File: src/rtl/dotp_pkg.sv
`timescale 1ns/1ps
package dotp_pkg;

  // words left after one reduction level: four become two, a leftover three becomes two
  function automatic int next_cnt(input int c);
    int rem;
    rem = c % 4;
    return 2 * (c / 4) + ((rem == 3) ? 2 : rem);
  endfunction

  function automatic int cnt_at(input int n0, input int lvl);
    int c;
    c = n0;
    for (int i = 0; i < lvl; i++) c = next_cnt(c);
    return c;
  endfunction

  function automatic int n_levels(input int n0);
    int c;
    int l;
    c = n0;
    l = 0;
    for (int i = 0; i < 64; i++) begin
      if (c > 2) begin
        c = next_cnt(c);
        l++;
      end
    end
    return l;
  endfunction

  // word offset of a level inside the flat pool
  function automatic int off_at(input int n0, input int lvl);
    int o;
    o = 0;
    for (int i = 0; i < lvl; i++) o += cnt_at(n0, i);
    return o;
  endfunction

endpackage

File: src/rtl/dotp_comp42.sv
`timescale 1ns/1ps
// Word-wide 4:2 compressor: two chained carry-save stages; the first stage's
// XOR result enters the second stage, its majority output becomes the lateral carry.
module dotp_comp42 #(
  parameter int W = 35
) (
  input  logic [W-1:0] a,
  input  logic [W-1:0] b,
  input  logic [W-1:0] c,
  input  logic [W-1:0] d,
  output logic [W-1:0] sum_o,
  output logic [W-1:0] cy_o
);
  logic [W-1:0] x1;
  logic [W-1:0] m1;
  logic [W-1:0] lat;
  logic [W-1:0] m2;

  assign x1    = a ^ b ^ c;
  assign m1    = (a & b) | (a & c) | (b & c);
  assign lat   = m1 << 1;
  assign sum_o = x1 ^ d ^ lat;
  assign m2    = (x1 & d) | (x1 & lat) | (d & lat);
  assign cy_o  = m2 << 1;
endmodule

File: src/rtl/dotp_digit_pp.sv
`timescale 1ns/1ps
// One digit x operand product in positive-only form, left as sum and carry words.
module dotp_digit_pp #(
  parameter int DIG   = 4,
  parameter int VW    = 17,
  parameter int RW    = 35,
  parameter int SHIFT = 0,
  parameter bit TOP   = 1'b0
) (
  input  logic [DIG-1:0] dig,
  input  logic [VW-1:0]  vop,
  output logic [RW-1:0]  sum_w,
  output logic [RW-1:0]  carry_w
);
  logic [RW-1:0] row [DIG];

  // bit grid: invert where exactly one factor is a sign bit
  always_comb begin : grid
    logic pp_b;
    logic inv_b;
    for (int a = 0; a < DIG; a++) begin
      row[a] = '0;
      for (int j = 0; j < VW; j++) begin
        pp_b  = dig[a] & vop[j];
        inv_b = (j == VW - 1) ^ (TOP && (a == DIG - 1));
        row[a][SHIFT + a + j] = inv_b ? ~pp_b : pp_b;
      end
    end
  end

  // fold the rows with a chain of carry-save adders, no propagation
  always_comb begin : fold
    logic [RW-1:0] s_acc;
    logic [RW-1:0] c_acc;
    logic [RW-1:0] x_t;
    logic [RW-1:0] m_t;
    s_acc = row[0];
    c_acc = row[1];
    for (int a = 2; a < DIG; a++) begin
      x_t   = s_acc ^ c_acc ^ row[a];
      m_t   = (s_acc & c_acc) | (s_acc & row[a]) | (c_acc & row[a]);
      s_acc = x_t;
      c_acc = m_t << 1;
    end
    sum_w   = s_acc;
    carry_w = c_acc;
  end
endmodule

File: src/rtl/dotp_ctree.sv
`timescale 1ns/1ps
// Flat reduction of NIN words to two, built level by level from 4:2 compressors.
module dotp_ctree #(
  parameter int W   = 35,
  parameter int NIN = 33
) (
  input  logic [W-1:0] din [NIN],
  output logic [W-1:0] s_o,
  output logic [W-1:0] c_o
);
  localparam int LEV   = dotp_pkg::n_levels(NIN);
  localparam int TOTAL = dotp_pkg::off_at(NIN, LEV + 1);
  localparam int LAST  = dotp_pkg::off_at(NIN, LEV);

  logic [W-1:0] pool [TOTAL];

  for (genvar i = 0; i < NIN; i++) begin : g_load
    assign pool[i] = din[i];
  end

  for (genvar l = 1; l <= LEV; l++) begin : g_lvl
    localparam int CP = dotp_pkg::cnt_at(NIN, l - 1);
    localparam int IB = dotp_pkg::off_at(NIN, l - 1);
    localparam int OB = dotp_pkg::off_at(NIN, l);
    localparam int G  = CP / 4;
    localparam int R  = CP % 4;

    for (genvar g = 0; g < G; g++) begin : g_c42
      dotp_comp42 #(.W(W)) u_c42 (
        .a(pool[IB + 4*g]), .b(pool[IB + 4*g + 1]),
        .c(pool[IB + 4*g + 2]), .d(pool[IB + 4*g + 3]),
        .sum_o(pool[OB + 2*g]), .cy_o(pool[OB + 2*g + 1])
      );
    end

    if (R == 3) begin : g_c32
      dotp_comp42 #(.W(W)) u_c32 (
        .a(pool[IB + 4*G]), .b(pool[IB + 4*G + 1]),
        .c(pool[IB + 4*G + 2]), .d('0),
        .sum_o(pool[OB + 2*G]), .cy_o(pool[OB + 2*G + 1])
      );
    end else begin : g_pass
      for (genvar i = 0; i < R; i++) begin : g_w
        assign pool[OB + 2*G + i] = pool[IB + 4*G + i];
      end
    end
  end

  assign s_o = pool[LAST];
  assign c_o = pool[LAST + 1];
endmodule

File: src/rtl/dotp_cla.sv
`timescale 1ns/1ps
// Carry-lookahead adder: expanded lookahead inside each group, group carries chained.
module dotp_cla #(
  parameter int W   = 35,
  parameter int GRP = 4
) (
  input  logic [W-1:0] a,
  input  logic [W-1:0] b,
  output logic [W-1:0] sum_o
);
  localparam int NG = (W + GRP - 1) / GRP;

  logic [W-1:0]  gen;
  logic [W-1:0]  prp;
  logic [W-1:0]  cin_b;
  logic [NG-1:0] cin_g;

  assign gen = a & b;
  assign prp = a ^ b;

  always_comb begin : look
    logic cj;
    logic pr;
    int   base;
    cin_b = '0;
    cin_g = '0;
    for (int k = 0; k < NG; k++) begin
      base = k * GRP;
      // every bit carry of the group straight from the group carry-in
      for (int j = 0; j < GRP; j++) begin
        if (base + j < W) begin
          cj = 1'b0;
          pr = 1'b1;
          for (int m = j - 1; m >= 0; m--) begin
            cj = cj | (pr & gen[base + m]);
            pr = pr & prp[base + m];
          end
          cin_b[base + j] = cj | (pr & cin_g[k]);
        end
      end
      // group carry-out
      if (k + 1 < NG) begin
        cj = 1'b0;
        pr = 1'b1;
        for (int m = GRP - 1; m >= 0; m--) begin
          cj = cj | (pr & gen[base + m]);
          pr = pr & prp[base + m];
        end
        cin_g[k + 1] = cj | (pr & cin_g[k]);
      end
    end
  end

  assign sum_o = prp ^ cin_b;
endmodule

File: src/rtl/dotp_radix_core.sv
`timescale 1ns/1ps
module dotp_radix_core #(
  parameter int NE      = 4,
  parameter int UW      = 16,
  parameter int VW      = 17,
  parameter int DIG     = 4,
  parameter bit REG_OUT = 1'b1
) (
  input  logic                         clk,
  input  logic                         rst_n,
  input  logic [NE-1:0][UW-1:0]        u_vec,
  input  logic [NE-1:0][VW-1:0]        v_vec,
  output logic [UW+VW+$clog2(NE)-1:0]  dot_out
);
  localparam int K      = UW / DIG;
  localparam int RW     = UW + VW + $clog2(NE);
  localparam int NPP    = NE * K;
  localparam int NWORDS = 2 * NPP + 1;

  localparam logic [RW-1:0] ONE      = {{(RW-1){1'b0}}, 1'b1};
  // bias of the inverted bits for one lane, then for all lanes
  localparam logic [RW-1:0] BIAS_ONE = (ONE << (VW-1)) + (ONE << (UW-1)) - (ONE << (UW+VW-1));
  localparam logic [RW-1:0] CORR     = BIAS_ONE * RW'(NE);

  logic [RW-1:0] words [NWORDS];
  logic [RW-1:0] red_s;
  logic [RW-1:0] red_c;
  logic [RW-1:0] dot_sum;

  for (genvar e = 0; e < NE; e++) begin : g_lane
    for (genvar r = 0; r < K; r++) begin : g_dig
      dotp_digit_pp #(
        .DIG(DIG), .VW(VW), .RW(RW), .SHIFT(r*DIG), .TOP(r == K-1)
      ) u_pp (
        .dig    (u_vec[e][r*DIG +: DIG]),
        .vop    (v_vec[e]),
        .sum_w  (words[2*(e*K + r)]),
        .carry_w(words[2*(e*K + r) + 1])
      );
    end
  end

  assign words[NWORDS-1] = CORR;

  dotp_ctree #(.W(RW), .NIN(NWORDS)) u_tree (
    .din(words), .s_o(red_s), .c_o(red_c)
  );

  dotp_cla #(.W(RW), .GRP(4)) u_cla (
    .a(red_s), .b(red_c), .sum_o(dot_sum)
  );

  if (REG_OUT) begin : g_reg
    logic [RW-1:0] dot_d;
    logic [RW-1:0] dot_q;

    always_comb begin
      dot_d = dot_sum;
    end

    always_ff @(posedge clk or negedge rst_n) begin
      if (!rst_n) dot_q <= '0;
      else        dot_q <= dot_d;
    end

    assign dot_out = dot_q;
  end else begin : g_comb
    logic unused_ok;
    assign unused_ok = clk ^ rst_n;
    assign dot_out   = dot_sum;
  end
endmodule

File: config.mk
export PLATFORM = sky130hd
export DESIGN_NAME = dotp_radix_core
export DESIGN_NICKNAME = d
export VERILOG_FILES = /design/src/rtl/dotp_pkg.sv /design/src/rtl/dotp_comp42.sv /design/src/rtl/dotp_digit_pp.sv /design/src/rtl/dotp_ctree.sv /design/src/rtl/dotp_cla.sv /design/src/rtl/dotp_radix_core.sv
export SDC_FILE = /design/constraint.sdc
export NUM_CORES = 2
export LEC_CHECK = 0
export BUFFER_PORTS_ARGS = -buffer_cell sky130_fd_sc_hd__buf_2
export CORE_MARGIN = 2
export CORE_UTILIZATION = 45
export CTS_CLUSTER_SIZE = 12
export DETAILED_ROUTE_END_ITERATION = 6
export PLACE_DENSITY = 0.67
export SLEW_MARGIN = 15
export SYNTH_ARGS = -nofsm -noshare
export SYNTH_HDL_FRONTEND = slang
export SYNTH_SLANG_ARGS = --single-unit
File: constraint.sdc
create_clock -name clk -period 0.8 [get_ports clk]
set_input_delay 0.08 -clock clk [delete_from_list [all_inputs] [get_ports clk]]
set_output_delay 0.08 -clock clk [all_outputs]
set_load 0.01 [all_outputs]
* Yosys cells after proc, flatten, opt, wreduce, memory -nomap -nowiden *
Cells that the tools add are included.

cells by class
  bitwise gates (word level) = 1,860

operators with widths
  operator          count
  $and A34 B34 Y34  109
  $or A34 B34 Y34   108
  $xor A35 B35 Y35  80
  $and A1 B1 Y1     1,213
  $and A34 B20 Y34  8
  $and A34 B24 Y34  8
  $and A34 B28 Y34  8
  $and A34 B32 Y34  8
  $or A34 B19 Y34   6
  $xor A35 B20 Y35  4
  $xor A35 B24 Y35  4
  $xor A35 B28 Y35  4
  $xor A35 B32 Y35  4
  $or A34 B23 Y34   4
  $or A34 B27 Y34   4
  $or A34 B31 Y34   4
  $and A29 B31 Y31  4
  $and A30 B31 Y31  4
  $not A1 Y1        124
  $xor A30 B31 Y31  4
  $and A29 B30 Y30  4
  $xor A29 B30 Y30  4
  $and A25 B27 Y27  4
  $and A26 B27 Y27  4
  other kinds (15)  132

word-level totals
  register bits = 35
  bits of input ports = 134
  word-level logic and storage cells = 1,861
  output and inout port bits = 35

* Depth between registers and ports, before layout *
  word-level depth = 58
  gate-level depth with buffers = 33
  gate-level depth less buffers = 32

* Hierarchy *
From an unflattened synthesis, not the netlist that was laid out.

unflattened totals
  cells, all modules = 4,129
  area, all modules = 46,848.7 µm²

by module, submodules not included
  module                                       seq. area each (µm²)  area each (µm²)  times used  cells an instance
  dotp_comp42                                  0.0                   1,405.1          16          73
  dotp_digit_pp (g_lane[0].g_dig[0].u_pp ...)  0.0                   1,382.6          10          172
  dotp_digit_pp (g_lane[0].g_dig[3].u_pp ...)  0.0                   1,371.3          4           174
  dotp_digit_pp (g_lane[3].g_dig[1].u_pp ...)  0.0                   1,398.8          2           172
  dotp_cla                                     0.0                   1,371.3          1           163
  dotp_radix_core                              875.8                 883.3            1           37
  dotp_ctree                                   0.0                   3.8              1           1

* Worst setup path after synthesis *
OpenSTA, ideal clock, no wires.

  path type = in2reg
  from = in v_vec[56] (netlist name)
  to = reg g_reg.dot_q[32], in the netlist dot_out[32]
  path buffers = 1
  arrival = 8.191 ns
  required time = 0.736 ns
  cell stages on the path = 31
  path slack = -7.455 ns
  library setup time = 0.064 ns
  path through = clkbuf_1 > and2_1 > fa_1 > fa_1 > inv_1 > fa_1 > inv_1 > fa_1 > inv_1 > fa_1 > inv_1 > fa_1 > inv_1 > fa_1 > inv_1 > fa_1 > inv_1 > fa_1 > inv_1 > fa_1 > ha_1 > ha_1 > ha_1 > a21oi_2 > o21a_1 > nor2_1 > a2111oi_4 > a21oi_2 > o41ai_4 > fa_1 > inv_1

between the ends
  cells in the longest elaborated chain, start to end = 46
  elaborated cells on any way between the ends = 217
  those cells by class = 217 x bitwise

RTL lines
  item                                                        RTL line                                  source
  from (decl)                                                 dotp_radix_core.sv:12                     input logic [NE-1:0][VW-1:0] v_vec,
  $and A1 B1 Y1                                               dotp_digit_pp.sv:24                       pp_b = dig[a] & vop[j];
  $and A17 B18 Y18, or another cell as far along              dotp_digit_pp.sv:41                       m_t = (s_acc & c_acc) | (s_acc & row[a]) | (c_acc & row[a]);
  $or A34 B34 Y34 or $xor A18 B19 Y19 (tied branches)         dotp_digit_pp.sv:41, dotp_digit_pp.sv:40
  $or A34 B19 Y34, or another cell as far along               dotp_digit_pp.sv:41
  $and A34 B34 Y34, or another cell as far along              dotp_digit_pp.sv:41
  $or A34 B34 Y34, or another cell as far along (2 in a row)  dotp_digit_pp.sv:41
  $and A34 B34 Y34, or another cell as far along              dotp_comp42.sv:20                         assign m1 = (a & b) | (a & c) | (b & c);
  $or A34 B34 Y34, or another cell as far along (2 in a row)  dotp_comp42.sv:20
  (+29 left out)                                              -
  $and A1 B1 Y1                                               dotp_cla.sv:49                            cin_g[k + 1] = cj | (pr & cin_g[k]);
  $or A1 B1 Y1                                                dotp_cla.sv:49
  $and A1 B1 Y1                                               dotp_cla.sv:49
  $or A1 B1 Y1 *                                              dotp_cla.sv:49
  $and A1 B1 Y1 *                                             dotp_cla.sv:49
  $or A1 B1 Y1 *                                              dotp_cla.sv:49
  $xor A35 B35 Y35 *                                          dotp_cla.sv:54                            assign sum_o = prp ^ cin_b;
  via dot_sum[32]                                             dotp_radix_core.sv:28                     logic [RW-1:0] dot_sum;
  to (signal assigned)                                        dotp_radix_core.sv:63                     else dot_q <= dot_d;
  to (decl)                                                   dotp_radix_core.sv:55                     logic [RW-1:0] dot_q;

Mark *: on every way through the listed nets, which the timed path passes. The rest lies on a longest branch.

* Worst setup path after layout *
  from = in v_vec[60] (netlist name)
  to = reg g_reg.dot_q[34], in the netlist dot_out[34]

between the ends
  cells in the longest elaborated chain, start to end = 46
  elaborated cells on any way between the ends = 217
  those cells by class = 217 x bitwise

RTL lines
  item                                                        RTL line                                  source
  $and A1 B1 Y1                                               dotp_digit_pp.sv:24
  $and A17 B18 Y18, or another cell as far along              dotp_digit_pp.sv:41
  $or A34 B34 Y34 or $xor A18 B19 Y19 (tied branches)         dotp_digit_pp.sv:41, dotp_digit_pp.sv:40
  $or A34 B19 Y34, or another cell as far along               dotp_digit_pp.sv:41
  $and A34 B34 Y34, or another cell as far along              dotp_digit_pp.sv:41
  $or A34 B34 Y34, or another cell as far along (2 in a row)  dotp_digit_pp.sv:41
  $and A34 B34 Y34, or another cell as far along              dotp_comp42.sv:20
  $or A34 B34 Y34, or another cell as far along (2 in a row)  dotp_comp42.sv:20
  (+29 left out)                                              -
  $and A1 B1 Y1                                               dotp_cla.sv:49
  $or A1 B1 Y1                                                dotp_cla.sv:49
  $and A1 B1 Y1                                               dotp_cla.sv:49
  $or A1 B1 Y1 *                                              dotp_cla.sv:49
  $and A1 B1 Y1 *                                             dotp_cla.sv:38                            cin_b[base + j] = cj | (pr & cin_g[k]);
  $or A1 B1 Y1 *                                              dotp_cla.sv:38
  $xor A35 B35 Y35 *                                          dotp_cla.sv:54
  via dot_sum[34]                                             dotp_radix_core.sv:28

Marked as above.

==> impl_metrics.toml <==
[run_status]
status = "finished with violations"
violations = "negative setup slack"

[detailed_routing]
route.detailed.drc = 0
via_count = 25160
vias_per_cell = 4.899
ant_nets = 0
first_pass_iters = 7
wl_per_cell_um = 18.16
first_iter_violations = 1191
routed_wl_um = 93270

[cts]
ctsHtreeMaxLevel = 2
numCtsBuffers = 5
clk_pin_slew_worst_paths_ns = 0.06
cts_tree = "built"
clk_path_buf_depth = 2
clkSinkCount = 35
cts_root_buffer = "clkbuf_16"

[yosys]
seq_area_frac_synth_pct = 2.452
yosysTopAreaCell = "fa_1"
mappedNetlistArea_mm2 = 0.03572
synth_edf_count = 0
synth_ff_type = "dfrtp_1"
yosysMostFrequentCell = "fa_1"
synth_area_leaders = "fa_1 (58%), inv_1 (11%), ha_1 (10%)"
synth_cell_type_count = 40
netlist_instances = 3699
netlist_top_cells_count = "fa_1 (1,030), inv_1 (1,000), and2_1 (557), nand2_1 (537), ha_1 (294)"
synthesis.nets = 5157
syn_avg_cell_area_um2 = 9.656
ys_warn_count = 0
synthArstFlopShare_pct = 100.0
netlist.area_leader.share_pct = 57.73
ys_ff_latch = 35

[critical_path]
slowest_stage = "fa_2"
cp-start-kind = "primary input"
cpMostUsedCell = "fa_1"
crit_required_ns = 0.98
timing_worst_setup_path_type = "primary input to flip-flop"
startpoint = "v_vec[60]"
worstSetupEndpointType = "flip-flop"
cpPeakStageDelay_ns = 0.58
arrival_ns = 8.35
path_max_fanout = 6
crit_path_end = "dot_out[34]"

[grt]
grt_max_degree = 36
grt_pass1_vias = 28420
track_usage_pct = 24.27
antenna_found_initial = 2
grt_overflow = 0
grt_pass1_wl_um = 153800

[floorplan]
core_area_mm2 = 0.07874
die_w_um = 285.7
fp-row-count = 103
die_area_mm2 = 0.08164
start_util_pct = 45.36
die_h_um = 285.7
ioPinCount = 169

[placed_design]
io_buffers = 168
hpwl_um = 83260
gp_congestion = 0.9299

[timing]
slew_violations = 0
period_share_pct = 1022
grt_setup_unrepaired = "yes"
setup_slack_ns = -7.377
fmax_mhz = 122.3
worstMarginPinSlew_ns = 0.4043
slew_headroom_pct = 73.05
setup_violations = 70
setup-tns-final_ns = -216.04
period_minus_slack_ns = 8.177
hold_viol = 0

[layout]
final_util_pct = 54.32
area_growth_syn_to_layout_pct = 19.76
nets = 5542
largest_reg_flops = 35
drive_gt1_share_pct = 20.02

[min_path]
hold_path.class = "primary input to asynchronous set/reset pin"

[run]
cap_violations = 0
## layout by cell type (no fill, tap or decap), drive strengths merged, types with 3 or more instances in the layout
cell,n
and2,557
ha,294
xnor2,14
nand2,537
buf,514
a21boi,3
nand4,5
o21a,4
xor2,6
a31oi,3
dfrtp,35
nor3,6
nand3,5
o21ai,7
a21oi,11
clkbuf,10
nor2,16
a21o,5
fa,1030
inv,1000
## cell families after synthesis
| family | count (synthesis) | share of synthesized area, % |
|---|---|---|
| AO/OA/AOI/OAI | 44 | 1.040 |
| XOR/XNOR | 20 | 0.4904 |
| adder cells (fa/ha/maj) | 1324 | 68.03 |
| buffers and inverters | 1141 | 11.99 |
| flip-flops | 35 | 2.452 |
| AND/OR/NAND/NOR | 1135 | 16.00 |
## how the worst min path moves through the flow
stage / end / slack (ns)
5_1_grt: dot_out[0] / 0.31
3_5_place_dp: dot_out[1] / 0.06
6_report: dot_out[0] / 0.27
2_1_floorplan: dot_out[0] / -0.22
3_3_place_gp: dot_out[0] / 0.05
4_1_cts: dot_out[1] / 0.28
## timing repair
action                                 4_1_cts  5_1_grt
endpoints found under the hold margin       35        0
cloned                                       0        0
setup endpoints to repair                   70       70
hold buffers                                 1        0
pin swaps                                   85       73
buffers inserted                            10        9
resized for setup                          248       82
## per-stage QoR
| step | cell area [um2] | std cells | worst slack (ns) | hold WS, ns |
|---|---|---|---|---|
| floorplan | 37400 | 3699 | -7.125 | -0.2156 |
| global placement | 40990 | 5111 | -7.877 | 0.05300 |
| detailed placement | 40990 | 5111 | -7.929 | 0.06205 |
| CTS | 42330 | 5128 | -7.447 | 0.2817 |
| global route | 42770 | 5136 | -7.636 | 0.3077 |
| finish | 42770 | 5136 | -7.377 | 0.2723 |
## cell type report
cell class                      instances  area, um2
Antenna cell                            1      2.502
Clock buffer                            6      138.9
Clock inverter                          2      35.03
Fill cell                            6885      35970
Inverter                             1000       3754
Multi-Input combinational cell       2523      32530
Sequential cell                        35      884.6
Tap cell                             1050       1314
Timing Repair Buffer                  519       4114
## per-layer routing
| metal | share of wire (%) | vias up | global-route usage [%] |
|---|---|---|---|
| met3 | 6.0 | 130 | 3.278 |
| met4 | 3.8 | 0 | 8.076 |
| met1 | 40 | 13200 | 32.26 |
| met2 | 50 | 698 | 41.19 |
| met5 | 0 | - | 0 |
| li1 | - | 11140 | - |
## worst max-delay path, delay by kind of cell
| family | cells | cell delay [ns] |
|---|---|---|
| buffers and inverters | 10 | 0.76 |
| AO/OA/AOI/OAI | 6 | 1.36 |
| AND/OR/NAND/NOR | 3 | 0.23 |
| adder cells (fa/ha/maj) | 13 | 5.91 |
Power is left out: the tool's default activity adds up to more than one toggle a clock period on the data nets, which glitch-free logic cannot reach.
